## src/rtl/rt_pkg.sv

```systemverilog
package rt_pkg;
    typedef enum logic [1:0] {
        CMD_PRE   = 2'd0,
        CMD_ACT   = 2'd1,
        CMD_READ  = 2'd2,
        CMD_WRITE = 2'd3
    } cmd_kind_e;
endpackage

```

## src/rtl/rt_bank.sv

```systemverilog
module rt_bank #(
    parameter int ROW_W = 13,
    parameter int DLY_W = 4
) (
    input  logic             clk,
    input  logic             rst_n,
    input  logic [DLY_W-1:0] cfg_tras,
    input  logic [DLY_W-1:0] cfg_trp,
    input  logic [DLY_W-1:0] cfg_trcd,
    input  logic             do_act,
    input  logic             do_pre,
    input  logic             do_rw,
    input  logic             rw_close,
    input  logic             refresh,
    input  logic [ROW_W-1:0] act_row,
    output logic             is_open,
    output logic [ROW_W-1:0] open_row,
    output logic             pre_ready,
    output logic             act_ready,
    output logic             rw_ready,
    output logic             close_pend
);
    typedef struct packed {
        logic             open;
        logic [ROW_W-1:0] row;
        logic [DLY_W-1:0] tras;
        logic [DLY_W-1:0] trp;
        logic [DLY_W-1:0] trcd;
        logic             close;
    } bank_st_t;

    bank_st_t st_d, st_q;

    always_comb begin
        st_d = st_q;
        if (st_q.tras != '0) st_d.tras = st_q.tras - 1'b1;
        if (st_q.trp  != '0) st_d.trp  = st_q.trp  - 1'b1;
        if (st_q.trcd != '0) st_d.trcd = st_q.trcd - 1'b1;
        if (do_act) begin
            st_d.open = 1'b1;
            st_d.row  = act_row;
            st_d.tras = cfg_tras;
            st_d.trcd = cfg_trcd;
        end
        if (do_pre) begin
            st_d.open  = 1'b0;
            st_d.trp   = cfg_trp;
            st_d.close = 1'b0;
        end
        if (do_rw && rw_close) st_d.close = 1'b1;
        if (refresh) begin
            st_d.open  = 1'b0;
            st_d.close = 1'b0;
        end
    end

    always_ff @(posedge clk or negedge rst_n) begin
        if (!rst_n) st_q <= '0;
        else        st_q <= st_d;
    end

    assign is_open    = st_q.open;
    assign open_row   = st_q.row;
    assign pre_ready  = st_q.open && (st_q.tras == '0);
    assign act_ready  = !st_q.open && (st_q.trp == '0);
    assign rw_ready   = st_q.open && (st_q.trcd == '0);
    assign close_pend = st_q.close;

    assert_trcd_met_R5: assert property (@(posedge clk) disable iff (!rst_n)
        do_rw |-> (st_q.open && st_q.trcd == '0));
    assert_tras_met_R6: assert property (@(posedge clk) disable iff (!rst_n)
        do_pre |-> (st_q.open && st_q.tras == '0));
    assert_trp_met_R7: assert property (@(posedge clk) disable iff (!rst_n)
        do_act |-> (!st_q.open && st_q.trp == '0));
    assert_one_cmd_R12: assert property (@(posedge clk) disable iff (!rst_n)
        $countones({do_act, do_pre, do_rw}) <= 1);
endmodule

```

## src/rtl/rt_queue.sv

```systemverilog
module rt_queue #(
    parameter int NB    = 4,
    parameter int ROW_W = 13,
    parameter int COL_W = 11,
    localparam int BANK_W = $clog2(NB),
    localparam int CNT_W  = $clog2(NB + 1)
) (
    input  logic                        clk,
    input  logic                        rst_n,
    input  logic                        push,
    input  logic [BANK_W-1:0]           push_bank,
    input  logic [ROW_W-1:0]            push_row,
    input  logic [COL_W-1:0]            push_col,
    input  logic                        push_wr,
    input  logic                        push_close,
    input  logic                        pop,
    input  logic [BANK_W-1:0]           pop_idx,
    output logic [NB-1:0]               q_vld,
    output logic [NB-1:0][BANK_W-1:0]   q_bank,
    output logic [NB-1:0][ROW_W-1:0]    q_row,
    output logic [NB-1:0][COL_W-1:0]    q_col,
    output logic [NB-1:0]               q_wr,
    output logic [NB-1:0]               q_close,
    output logic [CNT_W-1:0]            q_count
);
    typedef struct packed {
        logic [NB-1:0]             vld;
        logic [NB-1:0][BANK_W-1:0] bank;
        logic [NB-1:0][ROW_W-1:0]  row;
        logic [NB-1:0][COL_W-1:0]  col;
        logic [NB-1:0]             wr;
        logic [NB-1:0]             close;
    } q_st_t;

    q_st_t st_d, st_q;
    logic [CNT_W-1:0] slot;

    assign q_count = CNT_W'($countones(st_q.vld));

    always_comb begin
        st_d = st_q;
        slot = q_count;
        if (pop) begin
            for (int i = 0; i < NB - 1; i++) begin
                if (i >= int'(pop_idx)) begin
                    st_d.vld[i]   = st_q.vld[i+1];
                    st_d.bank[i]  = st_q.bank[i+1];
                    st_d.row[i]   = st_q.row[i+1];
                    st_d.col[i]   = st_q.col[i+1];
                    st_d.wr[i]    = st_q.wr[i+1];
                    st_d.close[i] = st_q.close[i+1];
                end
            end
            st_d.vld[NB-1] = 1'b0;
            slot = q_count - 1'b1;
        end
        if (push) begin
            for (int i = 0; i < NB; i++) begin
                if (i == int'(slot)) begin
                    st_d.vld[i]   = 1'b1;
                    st_d.bank[i]  = push_bank;
                    st_d.row[i]   = push_row;
                    st_d.col[i]   = push_col;
                    st_d.wr[i]    = push_wr;
                    st_d.close[i] = push_close;
                end
            end
        end
    end

    always_ff @(posedge clk or negedge rst_n) begin
        if (!rst_n) st_q <= '0;
        else        st_q <= st_d;
    end

    assign q_vld   = st_q.vld;
    assign q_bank  = st_q.bank;
    assign q_row   = st_q.row;
    assign q_col   = st_q.col;
    assign q_wr    = st_q.wr;
    assign q_close = st_q.close;

    assert_no_overflow_R10: assert property (@(posedge clk) disable iff (!rst_n)
        push |-> (int'(q_count) < NB || pop));
    assert_pop_live_R12: assert property (@(posedge clk) disable iff (!rst_n)
        pop |-> st_q.vld[pop_idx]);
    assert_compact_R12: assert property (@(posedge clk) disable iff (!rst_n)
        ((st_q.vld & (st_q.vld + 1'b1)) == '0));
endmodule

```

## src/rtl/sdram_row_tracker.sv

```systemverilog
module sdram_row_tracker #(
    parameter int NB    = 4,
    parameter int ROW_W = 13,
    parameter int COL_W = 11,
    parameter int DLY_W = 4,
    localparam int BANK_W = $clog2(NB),
    localparam int CNT_W  = $clog2(NB + 1)
) (
    input  logic              clk,
    input  logic              rst_n,
    input  logic [BANK_W-1:0] cfg_depth,
    input  logic [DLY_W-1:0]  cfg_tras,
    input  logic [DLY_W-1:0]  cfg_trp,
    input  logic [DLY_W-1:0]  cfg_trcd,
    input  logic              req_valid,
    output logic              req_ready,
    input  logic [BANK_W-1:0] req_bank,
    input  logic [ROW_W-1:0]  req_row,
    input  logic [COL_W-1:0]  req_col,
    input  logic              req_write,
    input  logic              req_close,
    input  logic [NB-1:0]     xfer_pre_ok,
    input  logic              xfer_act_ok,
    input  logic              xfer_rd_ok,
    input  logic              xfer_wr_ok,
    input  logic              xfer_refresh,
    output logic              cmd_valid,
    output logic [1:0]        cmd_kind,
    output logic [BANK_W-1:0] cmd_bank,
    output logic [ROW_W-1:0]  cmd_addr
);
    import rt_pkg::*;

    typedef struct packed {
        logic              vld;
        cmd_kind_e         kind;
        logic [BANK_W-1:0] bank;
        logic [ROW_W-1:0]  addr;
    } cmd_st_t;

    cmd_st_t cmd_d, cmd_q;

    logic [NB-1:0]             q_vld, q_wr, q_close;
    logic [NB-1:0][BANK_W-1:0] q_bank;
    logic [NB-1:0][ROW_W-1:0]  q_row;
    logic [NB-1:0][COL_W-1:0]  q_col;
    logic [CNT_W-1:0]          q_count;

    logic [NB-1:0]            bk_open, bk_pre_rdy, bk_act_rdy, bk_rw_rdy, bk_close;
    logic [NB-1:0][ROW_W-1:0] bk_row;
    logic [NB-1:0]            do_act, do_pre, do_rw, rw_close;
    logic [ROW_W-1:0]         sel_row;
    logic                     pop, push, same_bank;
    logic [BANK_W-1:0]        pop_idx;

    always_comb begin
        same_bank = 1'b0;
        for (int i = 0; i < NB; i++)
            if (q_vld[i] && q_bank[i] == req_bank) same_bank = 1'b1;
    end
    assign req_ready = (int'(q_count) <= int'(cfg_depth)) && !same_bank;
    assign push      = req_valid && req_ready;

    always_comb begin
        logic              found;
        logic [BANK_W-1:0] b;
        found    = 1'b0;
        b        = '0;
        cmd_d    = '0;
        do_act   = '0;
        do_pre   = '0;
        do_rw    = '0;
        rw_close = '0;
        sel_row  = '0;
        pop      = 1'b0;
        pop_idx  = '0;
        if (!xfer_refresh) begin
            for (int k = 0; k < NB; k++) begin
                if (!found && bk_close[k] && bk_pre_rdy[k] && xfer_pre_ok[k]) begin
                    found     = 1'b1;
                    do_pre[k] = 1'b1;
                    cmd_d.vld = 1'b1;
                    cmd_d.kind = CMD_PRE;
                    cmd_d.bank = BANK_W'(k);
                end
            end
            for (int i = 0; i < NB; i++) begin
                if (!found && q_vld[i]) begin
                    b = q_bank[i];
                    if (bk_open[b] && bk_row[b] == q_row[i]) begin
                        if (bk_rw_rdy[b] && (q_wr[i] ? xfer_wr_ok : xfer_rd_ok)) begin
                            found       = 1'b1;
                            do_rw[b]    = 1'b1;
                            rw_close[b] = q_close[i];
                            pop         = 1'b1;
                            pop_idx     = BANK_W'(i);
                            cmd_d.vld   = 1'b1;
                            cmd_d.kind  = q_wr[i] ? CMD_WRITE : CMD_READ;
                            cmd_d.bank  = b;
                            cmd_d.addr  = ROW_W'(q_col[i]);
                        end
                    end else if (bk_open[b]) begin
                        if (bk_pre_rdy[b] && xfer_pre_ok[b]) begin
                            found      = 1'b1;
                            do_pre[b]  = 1'b1;
                            cmd_d.vld  = 1'b1;
                            cmd_d.kind = CMD_PRE;
                            cmd_d.bank = b;
                        end
                    end else if (bk_act_rdy[b] && xfer_act_ok) begin
                        found      = 1'b1;
                        do_act[b]  = 1'b1;
                        sel_row    = q_row[i];
                        cmd_d.vld  = 1'b1;
                        cmd_d.kind = CMD_ACT;
                        cmd_d.bank = b;
                        cmd_d.addr = q_row[i];
                    end
                end
            end
        end
    end

    always_ff @(posedge clk or negedge rst_n) begin
        if (!rst_n) cmd_q <= '0;
        else        cmd_q <= cmd_d;
    end

    assign cmd_valid = cmd_q.vld;
    assign cmd_kind  = cmd_q.kind;
    assign cmd_bank  = cmd_q.bank;
    assign cmd_addr  = cmd_q.addr;

    rt_queue #(.NB(NB), .ROW_W(ROW_W), .COL_W(COL_W)) u_queue (
        .clk(clk), .rst_n(rst_n),
        .push(push), .push_bank(req_bank), .push_row(req_row), .push_col(req_col),
        .push_wr(req_write), .push_close(req_close),
        .pop(pop), .pop_idx(pop_idx),
        .q_vld(q_vld), .q_bank(q_bank), .q_row(q_row), .q_col(q_col),
        .q_wr(q_wr), .q_close(q_close), .q_count(q_count)
    );

    for (genvar g = 0; g < NB; g++) begin : g_bank
        rt_bank #(.ROW_W(ROW_W), .DLY_W(DLY_W)) u_bank (
            .clk(clk), .rst_n(rst_n),
            .cfg_tras(cfg_tras), .cfg_trp(cfg_trp), .cfg_trcd(cfg_trcd),
            .do_act(do_act[g]), .do_pre(do_pre[g]), .do_rw(do_rw[g]),
            .rw_close(rw_close[g]), .refresh(xfer_refresh), .act_row(sel_row),
            .is_open(bk_open[g]), .open_row(bk_row[g]),
            .pre_ready(bk_pre_rdy[g]), .act_ready(bk_act_rdy[g]),
            .rw_ready(bk_rw_rdy[g]), .close_pend(bk_close[g])
        );
    end

    assert_refresh_quiet_R9: assert property (@(posedge clk) disable iff (!rst_n)
        xfer_refresh |=> !cmd_valid);
    assert_act_gated_R13: assert property (@(posedge clk) disable iff (!rst_n)
        (cmd_d.vld && cmd_d.kind == CMD_ACT) |-> xfer_act_ok);
endmodule

```

## config.mk

```make
export PLATFORM = sky130hd
export DESIGN_NAME = sdram_row_tracker
export DESIGN_NICKNAME = d
export VERILOG_FILES = /design/src/rtl/rt_pkg.sv /design/src/rtl/rt_bank.sv /design/src/rtl/rt_queue.sv /design/src/rtl/sdram_row_tracker.sv
export SDC_FILE = /design/constraint.sdc
export NUM_CORES = 1
export LEC_CHECK = 0
export BUFFER_PORTS_ARGS = -buffer_cell sky130_fd_sc_hd__buf_2
export CORE_MARGIN = 2
export CORE_UTILIZATION = 50
export CTS_BUF_LIST = sky130_fd_sc_hd__clkbuf_16
export CTS_CLUSTER_DIAMETER = 200
export DETAILED_ROUTE_END_ITERATION = 8
export MAX_ROUTING_LAYER = met4
export PLACE_DENSITY = 0.64
export SLEW_MARGIN = 20
export SYNTH_ARGS = -nofsm -noshare
export SYNTH_HDL_FRONTEND = slang
export SYNTH_SLANG_ARGS = --single-unit
export TNS_END_PERCENT = 50
```

## constraint.sdc

```tcl
create_clock -name clk -period 5.2 [get_ports clk]
set_input_delay 1.04 -clock clk [delete_from_list [all_inputs] [get_ports clk]]
set_output_delay 1.04 -clock clk [all_outputs]
set_load 0.05 [all_outputs]
```

==> out/qor.yml <==
fin_skew_ns: 0.0190
initial_core_util_pct: 50.7
critPathCaptureType: "flip-flop"
root_buffer: "clkbuf_16"
fmax_mhz: 202
syn_area_mm2: 0.0160
coreArea_mm2: 0.0316
rsz0062_at_grt: "no"
numPortBuffers: 71
nets: 1590
ff2ff_path_depth: 13
synth_area_leader_cell: "dfrtp_1"
hp-class: "in -> async"
leakagePower_nw: 7.80
die_w_um: 183
rows: 65
slew-limit-headroom_pct: 33.5
vias_per_cell: 6.51
ctsHtreeMaxLevel: 1
slew_violations: 0
rr_startpoint: "u_queue.q_bank[0]"
fin_crit_sh_pct: 95.2
ys_types: 81
avgRoutedWirePerCell_um: 25.9
crit_required_ns: 5.68
grt_pass1_vias: 12300
grt_max_degree: 109
worstPathArrival_ns: 5.43
p_total_mw: 11.0
finalSetupViolations: 0
synth_fp_nets: 1500
vias: 12600
seqCellArea_mm2: 0.00606
ios: 72
ys_seq_elements: 242
yosys-top-cells-area: "dfrtp_1, mux2_2, mux4_2"
ir_drop_uv: 304
clk_path_buf_depth: 3
period_needed_ns: 4.95
clkTransAtPathRegs_ns: 0.06
drc: 0
fin_tns_setup_ns: 0
firstDrtPassIters: 5
place_congestion: 0.996
grt_usage_pct: 31.0
antenna_found_initial: 0
place_area_mm2: 0.0171
fillers: 2704
drt_iter0_drc: 1119
holdWs_ns: 0.490
cts_made_buffers: 28
die_h_um: 183
synthFlopType: "dfrtp_1"
synthArstFlopShare_pct: 100
outcome: "completed"
overflow: 0
finalInstanceArea_mm2: 0.0181
syn_inst: 1416
criticalPathCategory: "reg -> reg"
r2r_slack_ns: 0.25
grt_pass1_wl_um: 77000
drtAntennaViolNets: 0
cts_sinks: 242
ctsHoldBuffers: 0
dieArea_mm2: 0.0335
cp-start-kind: "flip-flop"
synth-seq-area-share_pct: 37.8
avgSynthCellArea_um2: 11.3
worstReg2RegEnd: "g_bank[0].u_bank.open_row[10]"
hold_viol: 0
clock_latency_ns: 0.56
multi_input_area_mm2: 0.00938
yosys_warnings: 0
power.density_mw_per_mm2: 607
wl_um: 49900
drive_gt1_share_pct: 33.1
n_antenna_cell: 0
synth_edf_count: 0
synth_top_area_share_pct: 37.8
synthToLayoutAreaGrowth_pct: 12.8
worst_pin_slew_ns: 0.997
synth_most_common_cell: "dfrtp_1"
cap_violations: 0
cts_tree: "built"
crit_fanout: 24
synth_common_cells: "dfrtp_1, mux2_2, nand2_1"
dp.final_hpwl_um: 36900
metrics by stage:
stage | std cells | worst slack, ns | utilization [%]
floorplan | 1416 | 0.691 | -
global placement | 1878 | 0.219 | 54.3
detailed placement | 1878 | 0.199 | 54.3
CTS | 1930 | 0.190 | 57.2
global route | 1930 | 0.0521 | 57.2
finish | 1930 | 0.251 | 57.2
registers in the layout (all words and copies together) (netlist names), 8 cells and up:
| register | count |
|---|---|
| u_queue.q_bank | 8 |
| u_queue.q_col | 44 |
| g_bank.u_bank.st_q | 48 |
| g_bank.u_bank.open_row | 52 |
| u_queue.q_row | 52 |
| cmd_addr | 13 |
final cells by class:
type / instances / area share [%]
clock buffer: 29 / 4.02
clock inverter: 23 / 1.12
inverter: 51 / 1.06
multi-input combinational: 1038 / 52.0
sequential: 242 / 33.5
tap: 402 / 2.79
timing repair buffer: 145 / 5.52
cell usage in the layout, fill, tap and decap left out, types with 8 or more instances in the layout:
cell type / n
a211oi_1: 8
a21o_1: 23
a21oi_1: 38
a22oi_1: 20
and3_1: 8
buf_2: 70
buf_4: 68
clkbuf_16: 29
dfrtp_1: 241
ha_1: 30
inv_1: 51
mux2_1: 44
mux2_2: 222
mux2_4: 9
mux2i_1: 44
mux4_2: 51
nand2_1: 81
nand3_1: 25
nand4_1: 10
nor2_1: 49
nor2b_1: 14
nor3_1: 35
nor3b_1: 13
o211ai_1: 10
o21ai_0: 36
o221ai_1: 12
o22a_1: 21
o22ai_1: 8
or3_1: 17
xnor2_1: 75
xor2_1: 12
logic make-up after synthesis:
kind of cell / count (synthesis) / share of synthesized area (%)
xor gates and xnor gates: 87 / 4.76
buffers and inverters: 136 / 3.88
muxes: 370 / 29.5
DFF: 242 / 37.8
AOI/OAI and AO/OA: 243 / 11.4
adders and majority gates: 31 / 2.47
and+or+nand+nor: 307 / 10.1
worst max-delay path by stage:
stage	from	end	slack (ns)	cells after the start
after floorplan	u_queue.q_vld[1]	u_queue.q_row[10]	0.69	15
after global placement	u_queue.q_bank[4]	u_queue.q_col[4]	0.22	10
after detailed placement	u_queue.q_bank[4]	u_queue.q_col[0]	0.20	10
after CTS	u_queue.q_bank[4]	u_queue.q_col[0]	0.19	10
after global routing	u_queue.q_bank[2]	u_queue.q_bank[2]	0.05	12
final	u_queue.q_bank[0]	g_bank[0].u_bank.open_row[10]	0.25	13
critical path, stage by stage (launching register included):
cell,delay [ns]
dfrtp_1,0.37
buf_12,0.21
mux4_2,0.54
xnor2_1,0.23
nand4_1,0.22
a2111oi_4,0.59
mux2i_1,0.52
o2111ai_4,0.15
buf_4,0.25
nor3_2,0.52
buf_4,0.34
nor2_1,0.07
o21ai_0,0.55
mux2_2,0.28
layer usage:
layer	up-vias	track usage, %	wire length, um
met5	-	-	0
met4	0	6.08	962
met3	73	5.08	3990
met2	520	46.6	22200
met1	6460	44.8	22700
li1	5502	-	-
power breakdown:
group | leakage, nW | switching [mW] | internal, mW | total (mW)
clock network | 0.464 | 0.833 | 1.16 | 2.00
registers | 3.08 | 1.16 | 2.68 | 3.84
logic | 4.26 | 2.51 | 2.61 | 5.12
total | 7.80 | 4.51 | 6.45 | 11.0
repair_timing:
item	CTS	global route
gates resized for setup	0	2
endpoints found under the setup margin	0	31
buffers inserted	0	0
(Power assumes the default switching activity.)
